$ cat config.mk
export PLATFORM = sky130hd
export DESIGN_NAME = apsram_page_reader
export DESIGN_NICKNAME = d
export VERILOG_FILES = /design/src/rtl/apr_pkg.sv /design/src/rtl/apr_reset_sync.sv /design/src/rtl/apr_interval_timer.sv /design/src/rtl/apr_addr_gen.sv /design/src/rtl/apr_ce_budget.sv /design/src/rtl/apsram_page_reader.sv
export SDC_FILE = /design/constraint.sdc
export NUM_CORES = 1
export LEC_CHECK = 0
export BUFFER_PORTS_ARGS = -buffer_cell sky130_fd_sc_hd__buf_2
export CAP_MARGIN = 20
export CORE_MARGIN = 2
export CORE_UTILIZATION = 30
export CTS_CLUSTER_DIAMETER = 30
export DETAILED_ROUTE_END_ITERATION = 8
export GPL_TIMING_DRIVEN = 0
export PLACE_DENSITY = 0.52
export SETUP_SLACK_MARGIN = 0.4
export SLEW_MARGIN = 0
export SYNTH_ARGS = -nofsm -noshare
export SYNTH_HDL_FRONTEND = slang
export SYNTH_HIERARCHICAL = 1
export SYNTH_SLANG_ARGS = --single-unit
$ cat constraint.sdc
create_clock -name clk -period 3 [get_ports clk]
set_input_delay 0.75 -clock clk [delete_from_list [all_inputs] [get_ports clk]]
set_output_delay 0.75 -clock clk [all_outputs]
set_load 0.1 [all_outputs]
$ cat src/rtl/apr_pkg.sv
package apr_pkg;
  typedef enum logic [1:0] {
    ST_IDLE = 2'd0,
    ST_RAND = 2'd1,
    ST_PAGE = 2'd2,
    ST_GAP  = 2'd3
  } apr_state_e;
endpackage

$ cat src/rtl/apr_reset_sync.sv
module apr_reset_sync (
  input  logic clk,
  input  logic rst_n,
  output logic rst_sync_n
);
  logic meta_q;
  logic sync_q;

  always_ff @(posedge clk or negedge rst_n) begin
    if (!rst_n) begin
      meta_q <= 1'b0;
      sync_q <= 1'b0;
    end else begin
      meta_q <= 1'b1;
      sync_q <= meta_q;
    end
  end

  assign rst_sync_n = sync_q;
endmodule

$ cat src/rtl/apr_interval_timer.sv
// Counts one access interval; expire marks the capture edge.
module apr_interval_timer #(
  parameter int T_RAND = 7,
  parameter int T_PAGE = 3
) (
  input  logic clk,
  input  logic rst_n,
  input  logic start_rand,
  input  logic start_page,
  output logic expire
);
  localparam int MAXT = (T_RAND > T_PAGE) ? T_RAND : T_PAGE;
  localparam int TW   = (MAXT < 2) ? 1 : $clog2(MAXT);

  logic [TW-1:0] cnt_q, cnt_d;
  logic          run_q, run_d;

  assign expire = run_q && (cnt_q == '0);

  always_comb begin
    cnt_d = cnt_q;
    run_d = run_q;
    if (start_rand) begin
      cnt_d = TW'(T_RAND - 1);
      run_d = 1'b1;
    end else if (start_page) begin
      cnt_d = TW'(T_PAGE - 1);
      run_d = 1'b1;
    end else if (expire) begin
      run_d = 1'b0;
    end else if (run_q) begin
      cnt_d = cnt_q - 1'b1;
    end
  end

  always_ff @(posedge clk or negedge rst_n) begin
    if (!rst_n) begin
      cnt_q <= '0;
      run_q <= 1'b0;
    end else begin
      cnt_q <= cnt_d;
      run_q <= run_d;
    end
  end
endmodule

$ cat src/rtl/apr_addr_gen.sv
// Holds the current word address and the words still owed.
module apr_addr_gen #(
  parameter int AW = 23,
  parameter int LW = 8,
  parameter int PB = 4
) (
  input  logic          clk,
  input  logic          rst_n,
  input  logic          load,
  input  logic          step,
  input  logic [AW-1:0] start_addr,
  input  logic [LW-1:0] words_m1,
  output logic [AW-1:0] addr,
  output logic          last_word,
  output logic          next_in_page
);
  logic [AW-1:0] addr_q, addr_d;
  logic [LW-1:0] left_q, left_d;

  always_comb begin
    addr_d = addr_q;
    left_d = left_q;
    if (load) begin
      addr_d = start_addr;
      left_d = words_m1;
    end else if (step) begin
      addr_d = addr_q + 1'b1;
      left_d = left_q - 1'b1;
    end
  end

  always_ff @(posedge clk or negedge rst_n) begin
    if (!rst_n) begin
      addr_q <= '0;
      left_q <= '0;
    end else begin
      addr_q <= addr_d;
      left_q <= left_d;
    end
  end

  assign addr         = addr_q;
  assign last_word    = (left_q == '0);
  assign next_in_page = (addr_q[PB-1:0] != {PB{1'b1}});
endmodule

$ cat src/rtl/apr_ce_budget.sv
// Counts chip-enable-low cycles and says whether one more page word fits.
module apr_ce_budget #(
  parameter int CW     = 12,
  parameter int T_PAGE = 3
) (
  input  logic          clk,
  input  logic          rst_n,
  input  logic          restart,
  input  logic          active,
  input  logic [CW-1:0] cfg_ce_max,
  output logic          page_fits
);
  logic [CW-1:0] cnt_q, cnt_d;
  logic [CW:0]   need;

  always_comb begin
    cnt_d = cnt_q;
    if (restart) begin
      cnt_d = CW'(1);
    end else if (active && (cnt_q != {CW{1'b1}})) begin
      cnt_d = cnt_q + 1'b1;
    end
  end

  always_ff @(posedge clk or negedge rst_n) begin
    if (!rst_n) cnt_q <= '0;
    else        cnt_q <= cnt_d;
  end

  assign need      = {1'b0, cnt_q} + (CW+1)'(T_PAGE);
  assign page_fits = (need <= {1'b0, cfg_ce_max});
endmodule

$ cat src/rtl/apsram_page_reader.sv
module apsram_page_reader #(
  parameter int AW     = 23,
  parameter int DW     = 16,
  parameter int LW     = 8,
  parameter int CW     = 12,
  parameter int PB     = 4,
  parameter int T_RAND = 7,
  parameter int T_PAGE = 3
) (
  input  logic          clk,
  input  logic          rst_n,
  input  logic [CW-1:0] cfg_ce_max,
  input  logic          req_valid,
  output logic          req_ready,
  input  logic [AW-1:0] req_addr,
  input  logic [LW-1:0] req_words_m1,
  input  logic          req_page_en,
  output logic          rd_valid,
  output logic          rd_last,
  output logic [DW-1:0] rd_data,
  output logic          mem_ce_n,
  output logic          mem_adv_n,
  output logic          mem_oe_n,
  output logic          mem_we_n,
  output logic [1:0]    mem_bw_n,
  output logic          mem_clk,
  output logic [AW-1:0] mem_addr,
  input  logic [DW-1:0] mem_dq_in,
  input  logic          mem_wait
);
  import apr_pkg::*;

  logic       rst_sync_n;
  apr_state_e state_q, state_d;
  logic       pen_q, pen_d;
  logic       load, step, start_rand, start_page, sample;
  logic       expire, last_word, next_in_page, page_fits, ce_low;
  logic       unused_wait;

  logic          rd_valid_q, rd_last_q;
  logic [DW-1:0] rd_data_q;

  assign unused_wait = mem_wait;

  apr_reset_sync u_rst (
    .clk        (clk),
    .rst_n      (rst_n),
    .rst_sync_n (rst_sync_n)
  );

  apr_interval_timer #(.T_RAND(T_RAND), .T_PAGE(T_PAGE)) u_timer (
    .clk        (clk),
    .rst_n      (rst_sync_n),
    .start_rand (start_rand),
    .start_page (start_page),
    .expire     (expire)
  );

  apr_addr_gen #(.AW(AW), .LW(LW), .PB(PB)) u_addr (
    .clk          (clk),
    .rst_n        (rst_sync_n),
    .load         (load),
    .step         (step),
    .start_addr   (req_addr),
    .words_m1     (req_words_m1),
    .addr         (mem_addr),
    .last_word    (last_word),
    .next_in_page (next_in_page)
  );

  apr_ce_budget #(.CW(CW), .T_PAGE(T_PAGE)) u_budget (
    .clk        (clk),
    .rst_n      (rst_sync_n),
    .restart    (start_rand),
    .active     (ce_low),
    .cfg_ce_max (cfg_ce_max),
    .page_fits  (page_fits)
  );

  assign ce_low = (state_q == ST_RAND) || (state_q == ST_PAGE);

  // Next-state process
  always_comb begin
    state_d    = state_q;
    pen_d      = pen_q;
    load       = 1'b0;
    step       = 1'b0;
    start_rand = 1'b0;
    start_page = 1'b0;
    sample     = 1'b0;
    unique case (state_q)
      ST_IDLE: begin
        if (req_valid) begin
          load       = 1'b1;
          pen_d      = req_page_en;
          start_rand = 1'b1;
          state_d    = ST_RAND;
        end
      end
      ST_RAND, ST_PAGE: begin
        if (expire) begin
          sample = 1'b1;
          if (last_word) begin
            state_d = ST_IDLE;
          end else begin
            step = 1'b1;
            if (pen_q && next_in_page && page_fits) begin
              start_page = 1'b1;
              state_d    = ST_PAGE;
            end else begin
              state_d = ST_GAP;
            end
          end
        end
      end
      ST_GAP: begin
        start_rand = 1'b1;
        state_d    = ST_RAND;
      end
      default: state_d = ST_IDLE;
    endcase
  end

  // Register process
  always_ff @(posedge clk or negedge rst_sync_n) begin
    if (!rst_sync_n) begin
      state_q    <= ST_IDLE;
      pen_q      <= 1'b0;
      rd_valid_q <= 1'b0;
      rd_last_q  <= 1'b0;
      rd_data_q  <= '0;
    end else begin
      state_q    <= state_d;
      pen_q      <= pen_d;
      rd_valid_q <= sample;
      rd_last_q  <= sample && last_word;
      if (sample) rd_data_q <= mem_dq_in;
    end
  end

  assign req_ready = (state_q == ST_IDLE);
  assign rd_valid  = rd_valid_q;
  assign rd_last   = rd_last_q;
  assign rd_data   = rd_data_q;
  assign mem_ce_n  = !ce_low;
  assign mem_adv_n = !ce_low;
  assign mem_oe_n  = !ce_low;
  assign mem_bw_n  = {2{!ce_low}};
  assign mem_we_n  = 1'b1;
  assign mem_clk   = 1'b0;
endmodule

==> impl_metrics.toml <==
[route]
vias = 3599
routed_wl_um = 10550
ant_nets = 0
wl_per_cell_um = 13.90
drc = 0
first_iter_violations = 164
first_pass_iters = 4
vias_per_cell = 4.742

[cts]
cts_tree = "yes"
cts_buffers = 9
cts.root.buffer_cell = "clkbuf_16"
h-tree-depth = 3
insertion_delay_ns = 0.33
clk_pin_slew_ns = 0.05
clkSinkCount = 70
max-clock-path-buffers = 2
cts_hold_buf = 0

[sta]
skew_ns = 0.007963
max_freq_mhz = 346.3
rsz0062_at_grt = "true"
finalSetupViolCount = 0
min_period_ns = 2.888
slew_viol_final = 0
post-route-period-util_pct = 96.27
layout_setup_ws_ns = 0.1120
hold_viol = 0

[worst_setup_path]
critical_path.max_fanout = 3
crit_path_end_kind = "flip-flop"
r2r_start = "u_budget/cnt_q[1]$_DFFE_PN0P_"
worstPathArrival_ns = 3.09
cp.required_ns = 3.21
worst_setup_path_start_kind = "flip-flop"
path_class = "flip-flop to flip-flop"
cp-startpoint = "u_budget/cnt_q[1]$_DFFE_PN0P_"

[logic_synthesis]
synth_warnings = 6
synth.area.top_cells = "dfrtp_1 (42%), ha_1 (6.3%), xnor2_1 (4.2%)"
ys_seq_area_share_pct = 42.28
synthDistinctLibCells = 55
syn_nets = 511
netlist_instances = 426
synth_edf_count = 0
ys.flop_type = "dfrtp_1"
syn_avg_cell_area_um2 = 9.725
synth_common_cells = "dfrtp_1 (70), nand2_1 (38), nor2_1 (27)"
syn_area_um2 = 4143
synth_top_area_cell = "dfrtp_1"
synth_top_area_share_pct = 42.28
yosysMostFrequentCell = "dfrtp_1"
async_reset_ff_share_pct = 100.0
ys_ff_latch = 70

[grt]
grt_pass1_vias = 3631
grt_max_degree = 68
overflow = 0
grt_usage_pct = 14.66
grt_pass1_wl_um = 17280
antenna_found_initial = 0

[layout]
multi_input_area_um2 = 2276
layout-drive-gt1-share_pct = 38.94
area_growth_pct = 35.85
fill_cells = 1365
ff_latch_area_um2 = 1760
insertedDiodeCount = 0
final_nets = 663

[floorplan]
die_h_um = 121.5
die_area_um2 = 14760
die_w_um = 121.5
ios = 113
num_rows = 42
start_util_pct = 31.04
design.core.area_um2 = 13350

[job]
maxCapViolCount = 0

[power]
p_leak_nw = 2.588
combinationalPowerShare_pct = 9.5
power_mw = 2.096
intPower_mw = 1.575
p_sw_share_pct = 24.87
p_sw_mw = 0.5211
seq_power_share_pct = 46.0
peakVddDrop_uv = 183.6
power.density_nw_per_um2 = 372.4
clockPowerShare_pct = 44.5

[status]
status = "finished, final reports clean"

[placed_design]
place_ws_ns = -0.1123
port_buffers = 109
dp_hpwl_um = 7678
gp_congestion = 0.7996

[worst_hold_path]
hp-class = "flip-flop to async pin"
-- worst max-delay path, stage by stage (launching register included) --
cell and delay [ns]:
dfrtp_2 0.38, inv_2 0.05, ha_4 0.17, nor2_4 0.09, nand2_2 0.07, nor2_2 0.09
xor2_1 0.17, ha_1 0.27, a21o_1 0.17, a21oi_2 0.17, nand3_1 0.08, or3_4 0.35
a21oi_4 0.20, and4_4 0.26, inv_2 0.03, a31oi_1 0.11, o41ai_1 0.10
-- cells by family (layout without fill, tap and decap cells) --
kind of cell    count (synthesis)  count (layout)  synth area share, %
other cells                     3               3               0.2718
mux                            21              21                6.373
xor+xnor                       36              36                7.611
simple gates                  154             154                20.24
flops                          70              70                42.28
fa+ha+maj                      21              21                6.342
buf+inv                        51             208                6.342
compound gates                 70              70                10.54
-- registers in the layout, summed over array words and instances (netlist names), 2 cells and up --
name	cells
u_addr/left_q	8
state_q	2
rd_data	16
u_budget/cnt_q	12
u_addr/addr	23
u_timer/cnt_q	3
-- metrics by stage --
step / area (um^2) / cells / setup TNS [ns] / hold slack (ns) / utilization (%)
floorplan: 4198 / 426 / 0 / 0.3312 / -
global placement: 4964 / 711 / -2.839 / 0.3376 / 37.19
detailed placement: 4995 / 712 / -0.1812 / 0.09902 / 37.42
CTS: 5374 / 737 / 0 / 0.1022 / 40.26
global route: 5628 / 759 / -0.08675 / 0.09774 / 42.16
finish: 5628 / 759 / 0 / 0.09956 / 42.16
-- layout make-up --
cell class,count,share of cell area (%)
Buffer,24,3.490
Clock buffer,14,4.335
Clock inverter,2,0.1779
Inverter,27,1.867
Multi-Input combinational cell,305,40.44
Sequential cell,70,31.28
Tap cell,176,3.913
Timing Repair Buffer,141,14.50
-- final timing paths --
kind	end	slack, ns	depth (start not counted)
max	u_timer/cnt_q[2]$_DFFE_PN0P_	0.11	16
min	rd_data[14]$_DFFE_PN0P_	0.1	0
max reg2reg	u_timer/cnt_q[2]$_DFFE_PN0P_	0.11	16
min reg2reg	rd_data[14]$_DFFE_PN0P_	0.1	0
max in group asynchronous	u_budget/cnt_q[0]$_DFFE_PN0P_	2.36	1
min in group clk	u_rst/rst_sync_n$_DFF_PN0_	0.35	0
-- layout by cell type (no fill, tap or decap), types with 18 or more instances in the layout --
master	instances
ha_1	18
inv_1	20
buf_2	106
o21ai_0	24
dfrtp_1	65
buf_4	37
nor2_1	21
nand3_1	20
nand2_1	36
xnor2_1	20
-- power by group through the flow --
stage          registers, mW  clock network [mW]  logic, mW
3_3_place_gp           0.998                   0      0.176
3_5_place_dp           0.981                   0      0.201
2_1_floorplan           1.07                   0     0.0384
4_1_cts                0.964               0.971      0.203
5_1_grt                0.965                1.02      0.212
6_report               0.964               0.932      0.199
-- timing repair --
item                                    4_1_cts  5_1_grt
hold endpoints to repair                      0        0
endpoints found under the setup margin       31       21
pin swaps                                     5       16
resized for setup                            15       29
setup buffers                                 9       22
-- metal layers --
layer | vias to the layer above | GRT usage, % | wire, um
met4 | 0 | 4.310 | 130
met2 | 74 | 24.05 | 5132
met1 | 1718 | 19.30 | 4806
li1 | 1796 | - | -
met3 | 11 | 3.430 | 484
met5 | - | 0 | 0
Note: power is estimated with default switching activity, not from simulation.
